===== src/rtl/irq_arb_pkg.sv =====
package irq_arb_pkg;
  localparam int PRIO_W = 4;
  localparam int BP_W   = 3;
  localparam int N_SYS  = 3;
  localparam int RANK_W = $clog2(N_SYS + (1 << PRIO_W) + 1);

  typedef logic [PRIO_W-1:0] prio_t;
  typedef logic [RANK_W-1:0] rank_t;

  localparam rank_t RANK_IDLE = '1;

  function automatic int sub_bits(logic [BP_W-1:0] bp);
    return (int'(bp) > PRIO_W) ? PRIO_W : int'(bp);
  endfunction

  function automatic prio_t grp_of(prio_t p, logic [BP_W-1:0] bp);
    return prio_t'(p >> sub_bits(bp));
  endfunction

  function automatic prio_t sub_of(prio_t p, logic [BP_W-1:0] bp);
    return prio_t'(int'(p) & ((1 << sub_bits(bp)) - 1));
  endfunction

  function automatic rank_t cfg_rank(prio_t p, logic [BP_W-1:0] bp);
    return rank_t'(N_SYS + int'(grp_of(p, bp)));
  endfunction
endpackage


===== src/rtl/irq_pend_track.sv =====
module irq_pend_track #(
  parameter int N = 11
) (
  input  logic         clk,
  input  logic         rst_n,
  input  logic [N-1:0] set_i,
  input  logic [N-1:0] clr_i,
  output logic [N-1:0] pend_o
);
  always_ff @(posedge clk) begin
    if (!rst_n) pend_o <= '0;
    else        pend_o <= (pend_o | set_i) & ~clr_i;
  end
endmodule


===== src/rtl/irq_select.sv =====
module irq_select
  import irq_arb_pkg::*;
#(
  parameter int N    = 11,
  parameter int ID_W = 4
) (
  input  logic [N-1:0]    elig_i,
  input  rank_t           rank_i [N],
  input  prio_t           sub_i  [N],
  output logic            found_o,
  output logic [ID_W-1:0] id_o,
  output rank_t           rank_o
);
  prio_t best_sub;

  always_comb begin
    found_o  = 1'b0;
    id_o     = '0;
    rank_o   = RANK_IDLE;
    best_sub = '0;
    for (int k = 0; k < N; k++) begin
      if (elig_i[k] && (!found_o || rank_i[k] < rank_o ||
                        (rank_i[k] == rank_o && sub_i[k] < best_sub))) begin
        found_o  = 1'b1;
        id_o     = ID_W'(k);
        rank_o   = rank_i[k];
        best_sub = sub_i[k];
      end
    end
  end
endmodule


===== src/rtl/irq_nest_stack.sv =====
module irq_nest_stack
  import irq_arb_pkg::*;
#(
  parameter int DEPTH = 4,
  parameter int ID_W  = 4,
  localparam int DEPTH_W = $clog2(DEPTH + 1),
  localparam int IDX_W   = (DEPTH > 1) ? $clog2(DEPTH) : 1
) (
  input  logic               clk,
  input  logic               rst_n,
  input  logic               push_i,
  input  rank_t              push_rank_i,
  input  logic [ID_W-1:0]    push_id_i,
  input  logic               pop_i,
  output rank_t              act_rank_o,
  output logic [ID_W-1:0]    act_id_o,
  output logic [DEPTH_W-1:0] depth_o
);
  rank_t           stk_rank [DEPTH];
  logic [ID_W-1:0] stk_id   [DEPTH];
  logic [IDX_W-1:0] wr_idx, rd_idx;

  assign wr_idx = IDX_W'(depth_o);
  assign rd_idx = IDX_W'(depth_o - 1'b1);

  always_ff @(posedge clk) begin
    if (!rst_n) begin
      act_rank_o <= RANK_IDLE;
      act_id_o   <= '0;
      depth_o    <= '0;
      for (int k = 0; k < DEPTH; k++) begin
        stk_rank[k] <= RANK_IDLE;
        stk_id[k]   <= '0;
      end
    end else if (pop_i && depth_o != '0) begin
      act_rank_o <= stk_rank[rd_idx];
      act_id_o   <= stk_id[rd_idx];
      depth_o    <= depth_o - 1'b1;
    end else if (push_i) begin
      stk_rank[wr_idx] <= act_rank_o;
      stk_id[wr_idx]   <= act_id_o;
      act_rank_o       <= push_rank_i;
      act_id_o         <= push_id_i;
      depth_o          <= depth_o + 1'b1;
    end
  end
endmodule


===== src/rtl/irq_prio_arbiter.sv =====
module irq_prio_arbiter
  import irq_arb_pkg::*;
#(
  parameter int N_REQ = 8,
  parameter int DEPTH = 4,
  localparam int N_TOT   = N_SYS + N_REQ,
  localparam int ID_W    = $clog2(N_TOT),
  localparam int IDX_W   = (N_REQ > 1) ? $clog2(N_REQ) : 1,
  localparam int DEPTH_W = $clog2(DEPTH + 1)
) (
  input  logic               clk,
  input  logic               rst_n,
  input  logic [N_REQ-1:0]   req_i,
  input  logic [N_SYS-1:0]   sys_req_i,
  input  logic               prio_we_i,
  input  logic [IDX_W-1:0]   prio_idx_i,
  input  logic [PRIO_W-1:0]  prio_wdata_i,
  input  logic               en_we_i,
  input  logic [N_REQ-1:0]   en_wdata_i,
  input  logic               bp_we_i,
  input  logic [BP_W-1:0]    bp_wdata_i,
  input  logic               entry_ack_i,
  input  logic               ret_i,
  output logic               entry_valid_o,
  output logic [ID_W-1:0]    entry_id_o,
  output logic               active_valid_o,
  output logic [ID_W-1:0]    active_id_o,
  output logic [DEPTH_W-1:0] depth_o,
  output logic [N_TOT-1:0]   pending_o
);
  prio_t            prio_q [N_REQ];
  logic [N_REQ-1:0] en_q;
  logic [BP_W-1:0]  bp_q;

  always_ff @(posedge clk) begin
    if (!rst_n) begin
      en_q <= '1;
      bp_q <= '0;
      for (int k = 0; k < N_REQ; k++) prio_q[k] <= '0;
    end else begin
      if (en_we_i)   en_q <= en_wdata_i;
      if (bp_we_i)   bp_q <= bp_wdata_i;
      if (prio_we_i) prio_q[prio_idx_i] <= prio_wdata_i;
    end
  end

  // Per-source arbitration keys
  rank_t rank_arr [N_TOT];
  prio_t sub_arr  [N_TOT];

  for (genvar s = 0; s < N_SYS; s++) begin : g_sys
    assign rank_arr[s] = rank_t'(s);
    assign sub_arr[s]  = '0;
  end
  for (genvar i = 0; i < N_REQ; i++) begin : g_cfg
    assign rank_arr[N_SYS+i] = cfg_rank(prio_q[i], bp_q);
    assign sub_arr[N_SYS+i]  = sub_of(prio_q[i], bp_q);
  end

  // Named internal events
  logic             cand_found;
  logic [ID_W-1:0]  cand_id;
  rank_t            cand_rank;
  rank_t            act_rank;
  logic             preempt_ok;
  logic             accept;
  logic             pop;
  logic [N_TOT-1:0] elig;
  logic [N_TOT-1:0] clr_vec;

  assign elig = pending_o & {en_q, {N_SYS{1'b1}}};

  irq_select #(.N(N_TOT), .ID_W(ID_W)) u_sel (
    .elig_i (elig),
    .rank_i (rank_arr),
    .sub_i  (sub_arr),
    .found_o(cand_found),
    .id_o   (cand_id),
    .rank_o (cand_rank)
  );

  assign preempt_ok = cand_found && (cand_rank < act_rank) &&
                      (depth_o < DEPTH_W'(DEPTH)) && !ret_i;
  assign accept     = preempt_ok && entry_ack_i;
  assign pop        = ret_i && (depth_o != '0);
  assign clr_vec    = accept ? (N_TOT'(1) << cand_id) : '0;

  irq_pend_track #(.N(N_TOT)) u_pend (
    .clk   (clk),
    .rst_n (rst_n),
    .set_i ({req_i, sys_req_i}),
    .clr_i (clr_vec),
    .pend_o(pending_o)
  );

  irq_nest_stack #(.DEPTH(DEPTH), .ID_W(ID_W)) u_stack (
    .clk        (clk),
    .rst_n      (rst_n),
    .push_i     (accept),
    .push_rank_i(cand_rank),
    .push_id_i  (cand_id),
    .pop_i      (pop),
    .act_rank_o (act_rank),
    .act_id_o   (active_id_o),
    .depth_o    (depth_o)
  );

  assign entry_valid_o  = preempt_ok;
  assign entry_id_o     = cand_id;
  assign active_valid_o = (depth_o != '0);
endmodule


===== config.mk =====
export PLATFORM = sky130hd
export DESIGN_NAME = irq_prio_arbiter
export DESIGN_NICKNAME = d
export VERILOG_FILES = /design/src/rtl/irq_arb_pkg.sv /design/src/rtl/irq_pend_track.sv /design/src/rtl/irq_select.sv /design/src/rtl/irq_nest_stack.sv /design/src/rtl/irq_prio_arbiter.sv
export SDC_FILE = /design/constraint.sdc
export NUM_CORES = 1
export LEC_CHECK = 0
export BUFFER_PORTS_ARGS = -buffer_cell sky130_fd_sc_hd__buf_2
export CAP_MARGIN = 5
export CORE_ASPECT_RATIO = 1.25
export CORE_MARGIN = 5
export CORE_UTILIZATION = 55
export CTS_BUF_LIST = sky130_fd_sc_hd__clkbuf_8
export CTS_CLUSTER_SIZE = 28
export DETAILED_ROUTE_END_ITERATION = 8
export PLACE_DENSITY = 0.74
export SYNTH_ARGS = -nofsm -noshare
export SYNTH_HDL_FRONTEND = slang
export SYNTH_SLANG_ARGS = --single-unit

===== constraint.sdc =====
create_clock -name clk -period 21 [get_ports clk]
set_input_delay 0 -clock clk [delete_from_list [all_inputs] [get_ports clk]]
set_output_delay 0 -clock clk [all_outputs]
set_load 0.03 [all_outputs]

# Yosys cells after proc, flatten, opt, wreduce, memory -nomap -nowiden
# Memory sizes are Yosys's and may differ from the RTL's.
# Index checks and enable logic that the tools add are counted.
[totals]
reg_bits = 34
ram_bits = 68
input_bits = 36
out_inout_bits = 24
word_cells = 193
memories = 3
[mem_list]
columns = ["name", "words", "word_bits", "rd", "rd_ports_with_merged_regs", "wr", "line_no", "text"]
rows = [
  ["prio_q", 8, 4, 8, 0, 8, "irq_prio_arbiter.sv:31", "prio_t prio_q [N_REQ];"],
  ["u_stack.stk_rank", 4, 5, 1, 0, 4, "irq_nest_stack.sv:19", "rank_t stk_rank [DEPTH];"],
  ["u_stack.stk_id", 4, 4, 1, 0, 4, "irq_nest_stack.sv:20", "logic [ID_W-1:0] stk_id [DEPTH];"],
]
[classes]
add_sub_neg = 11
magnitude_cmp = 21
eq_ne = 8
shifts = 10
muxes = 64
n_bitwise = 12
n_reduce_logical = 58
[ops]
columns = ["cell", "count"]
rows = [
  ["right shift 4 x 32 -> 4 bit", 8],
  ["2-to-1 mux 5 bit", 14],
  ["2-to-1 mux 4 bit", 14],
  ["less-than comparator 5 bit", 9],
  ["adder 2 x 4 -> 5 bit, first input constant", 8],
  ["== test 5 bit", 8],
  ["bitwise AND 4 bit", 8],
  ["less-than comparator 4 bit", 7],
  ["logical AND 1 bit", 24],
  ["2-to-1 mux 3 bit", 8],
  ["2-to-1 mux 1 bit", 23],
  ["bitwise AND 11 bit", 2],
  ["logical OR 1 bit", 18],
  ["logical NOT 1 bit", 11],
  ["2-to-1 mux 11 bit", 1],
  ["inverter 11 bit", 1],
  ["bitwise OR 11 bit", 1],
  ["left shift 1 x 4 -> 11 bit, first input constant", 1],
  ["2-to-1 mux 2 bit", 4],
  ["OR reduction 4 bit", 2],
  ["less-than comparator 1 x 5 -> 1 bit, first input constant", 1],
  ["less-than comparator 2 x 5 -> 1 bit, first input constant", 1],
  ["OR reduction 5 bit", 1],
  ["less-than comparator 4 x 1 -> 1 bit, second input constant", 1],
  ["8 further kinds", 8],
]

# Logic depth before layout (Yosys ltp)
[logic_depth]
ltp_word = 61
depth_mapped = 93

# By module
# A second synthesis with hierarchy kept.
[unflattened]
cells_unflattened = 1241
area_unflattened_um2 = 10662.7
[modules_own_cells]
columns = ["mod", "instances", "cells_each", "area_per_inst_um2", "seq_area_each_um2"]
rows = [
  ["irq_select", 1, 641, 4413.0, 0.0],
  ["irq_prio_arbiter", 1, 387, 3537.1, 1181.1],
  ["irq_nest_stack", 1, 179, 2311.0, 1321.3],
  ["irq_pend_track", 1, 34, 401.6, 220.2],
]

# Worst setup path after synthesis
# No wires, ideal clock.
[synth_path]
kind = "register to register"
startpoint = "register bp_q[1]"
endpoint = "memory u_stack.stk_id[3][0] (enable)"
arrival_ns = 18.758
path_slack_ns = 1.852
path_stages_with_launch = 88
n_path_buf = 9
period_less_slack_ns = 19.148
cell_sequence = "dfxtp_1 buf_4 clkbuf_1 inv_1 a32oi_1 ha_1 nor4b_1 ha_1 and3_1 a221o_1 o311ai_4 nor2b_1 buf_2 mux2_2 ha_1 and4_1 a21o_1 o211ai_1 (+52 left out) o21ai_0 a21boi_0 nand4_1 o21ba_2 a311oi_2 clkbuf_1 mux2_2 ha_1 a21oi_1 nor2b_1 o21ai_0 nand2_1 nor2_1 nand3_1 o21ai_0 clkbuf_1 nor2_1 o31ai_1"
[synth_rtl]
columns = ["item", "line_no", "text"]
rows = [
  ["from (decl)", "irq_prio_arbiter.sv:33", "logic [BP_W-1:0] bp_q;"],
  ["from (signal assigned)", "irq_prio_arbiter.sv:42", "if (bp_we_i) bp_q <= bp_wdata_i;"],
  ["to (decl)", "irq_nest_stack.sv:20", ""],
]

==> impl_metrics.yaml <==
clocking:
  cts_root_buf: "clkbuf_8"
  numCtsBuffers: 9
  cts_tree: "done"
  cts.path.max_buffers: 2
  insertion_delay_ns: 0.40
  cts.reportedPaths.clkPinSlew_ns: 0.11
  cts.sink_count: 102
  htreeDepth: 3
final_layout:
  final_nets: 1151
  syn_to_final_growth_pct: 11.4
  n_antenna_cell: 0
  final_layout_size_suffix_gt1_share_pct: 15.1
  fillCellCount: 1385
  stdcell_count: 1257
  fin_area_mm2: 0.00966
  post-route-util_pct: 62.1
global_route:
  grt_max_degree: 81
  grt_overflow: 0
  antenna_found_initial: 0
  globalRouteMet2Util_pct: 47.4
  grt_pass1_vias: 7790
  use_met3_pct: 4.02
  met1_usage_pct: 33.4
  grt_pass1_wl_um: 39600
  gr-usage-all-layers_pct: 27.6
  busiest_layer: "met2"
status:
  outcome: "completed"
worst_setup_path:
  rr_endpoint: "u_stack.stk_id[3][1]$_DFFE_PP_"
  worstSetupPathType: "flop to flop"
  worstPathRequired_ns: 21.12
  arrival_ns: 19.59
  cp-start-kind: "flop"
  reg2reg_slack_ns: 1.53
  reg2reg_depth: 83
  critPathTopFamily: "compound AO/OA/AOI/OAI gates"
  rr_startpoint: "prio_q[0][3]$_SDFFCE_PN0P_"
  crit_top_cell: "ha_1"
  cp_max_fo: 19
  end_kind: "flop"
  slowest_stage: "a2111o_2"
  path_buf_inv: 8
  slowest_delay_ns: 0.59
synthesis:
  synthFlopType: "edfxtp_1"
  synth.top_cell.area_share_pct: 23.5
  synthesis.nets: 1081
  synth.area.top_cells: "edfxtp_1 24%, ha_1 11%, dfxtp_1 7.8%"
  syn-cell-area_mm2: 0.00867
  synth_commonest_cells: "102 x nand2_1, 75 x ha_1, 68 x edfxtp_1, 66 x inv_1, 56 x o21ai_0"
  synth_edf_count: 68
  synth_seq_cells: 102
  yosysWarnings: 0
  yosysMostFrequentCell: "nand2_1"
  seq_area_frac_synth_pct: 31.4
  yosysTopAreaCell: "edfxtp_1"
  ys_types: 87
  postSynthAreaPerCell_um2: 8.94
  async_flop_share_pct: 0
  syn_inst: 970
drt:
  via_count: 7849
  wl_um: 24700
  detail_route.first_pass.iterations: 5
  routed_via_density: 6.24
  ant_nets: 0
  drt-wirelength-per-cell_um: 19.7
  drcViolationCount: 0
  drt_iter0_drc: 654
floorplan:
  initial_core_util_pct: 55.7
  pin_count: 60
  core_area_mm2: 0.0156
  die_w_um: 122
  placementRows: 51
  die_h_um: 150
  die_area_mm2: 0.0184
worst_hold_path:
  hold-path-endpoint: "prio_q[7][2]$_SDFFCE_PN0P_"
  hold_depth: 2
  hp-start: "prio_wdata_i[2]"
  hold_path_class: "primary input to flop"
sta:
  finClkSkew_ns: 0.0151
  period_needed_ns: 19.47
  max_slew_margin_pct: 43.1
  hold_viol_final: 0
  slew_violations: 0
  finalSetupViolCount: 0
  fin_tns_setup_ns: 0
  tightest_slew_ns: 0.852
  fmax_ghz: 0.0514
  min_period_over_period_pct: 92.7
  rsz0062_at_grt: "false"
place:
  portBuffers: 59
  gp_congestion: 0.943
  dpl_cell_area_mm2: 0.00913
  dp_hpwl_um: 18800
  placed_cells: 1209
power:
  peakVddDrop_v: 0.0000593
  power_density_mw_per_mm2: 115
  leakagePower_uw: 0.00397
  power_uw: 1110
flow_run:
  maxCapViolations: 0
sequential cells by signal, indices dropped and copies added, names as in the netlist:
name / count
prio_q: 32
u_stack.stk_rank: 20
u_stack.stk_id: 16
u_pend.pend_o: 11
en_q: 8
u_stack.act_rank_o: 5
u_stack.act_id_o: 4
bp_q: 3
u_stack.depth_o: 3
worst reg2reg max path: cells and delay by family, from the launching register on:
family,cells,cell delay (ns)
compound gates,29,6.90
mux,7,2.40
flops,1,0.48
buf+inv,8,1.50
simple gates,28,4.94
xor+xnor,1,0.16
fa+ha+maj,10,2.80
stage by stage:
stage	setup slack, ns	hold slack [ns]
3_5_place_dp	0.738	0.221
2_1_floorplan	1.85	0.128
3_3_place_gp	1.21	0.214
6_report	1.53	0.00649
5_1_grt	0.0263	0.0171
4_1_cts	0.653	0.00274
logic make-up after synthesis:
group                    after synthesis  share of synthesized area [%]
AO/OA/AOI/OAI                        241                           19.8
XOR/XNOR                              10                           1.01
adder cells (fa/ha/maj)               75                           10.8
buffers and inverters                112                           5.28
flip-flops                           102                           31.4
multiplexers                          64                           9.15
AND/OR/NAND/NOR                      366                           22.5
placed cells by master, fill, tap and decap left out, types with 15 or more instances in the layout:
cell type,count
mux2_2,17
nand4_1,23
nand2_1,99
mux2i_1,35
nor2_1,49
a21oi_1,51
o21ai_0,56
ha_1,75
buf_2,59
and2_1,53
nand3_1,28
and4_1,15
dlygate4sd3_1,27
dfxtp_1,33
inv_1,67
edfxtp_1,68
buf_4,17
and3_1,15
layer usage:
metal  part of all wire (%)  routed length, um
met3                    4.9               1210
met5                      0                  0
met1                     41              10200
met4                    4.5               1100
met2                     49              12200
cell type report:
| type | instances | area [um2] | share of cell area [%] |
|---|---|---|---|
| repair buffers | 105 | 724 | 7.50 |
| flip-flops and latches | 102 | 2720 | 28.2 |
| multi-input cells | 756 | 5520 | 57.1 |
| well taps | 212 | 265 | 2.75 |
| clock buffers | 9 | 124 | 1.28 |
| inverters | 66 | 248 | 2.56 |
| clock inverters | 7 | 57.6 | 0.596 |
power breakdown:
part           total [uW]  switching (uW)  internal, uW
Sequential            268            28.6           240
Clock                 124            79.0          44.9
Combinational         719             448           270
worst max-delay path by stage:
stage                                    start                          endpoint  slack, ns  cells after the start
detailed placement        bp_q[1]$_SDFFE_PN0P_  u_stack.stk_rank[3][0]$_DFFE_PP_       0.74                     83
global route        prio_q[0][3]$_SDFFCE_PN0P_    u_stack.stk_id[3][1]$_DFFE_PP_       0.03                     89
floorplan                 bp_q[1]$_SDFFE_PN0P_    u_stack.stk_id[3][0]$_DFFE_PP_       1.85                     87
global placement          bp_q[1]$_SDFFE_PN0P_  u_stack.stk_rank[3][3]$_DFFE_PP_       1.21                     82
CTS                       bp_q[1]$_SDFFE_PN0P_    u_stack.stk_id[3][1]$_DFFE_PP_       0.65                     83
finish              prio_q[0][3]$_SDFFCE_PN0P_    u_stack.stk_id[3][1]$_DFFE_PP_       1.53                     83
repair_timing:
| item | CTS | global route |
|---|---|---|
| buffers inserted | 0 | 5 |
| hold endpoints to repair | 26 | 0 |
| endpoints found under the setup margin | 0 | 96 |
| gates resized for setup | 0 | 10 |
| hold buffers | 27 | 0 |
(Power assumes the default switching activity.)
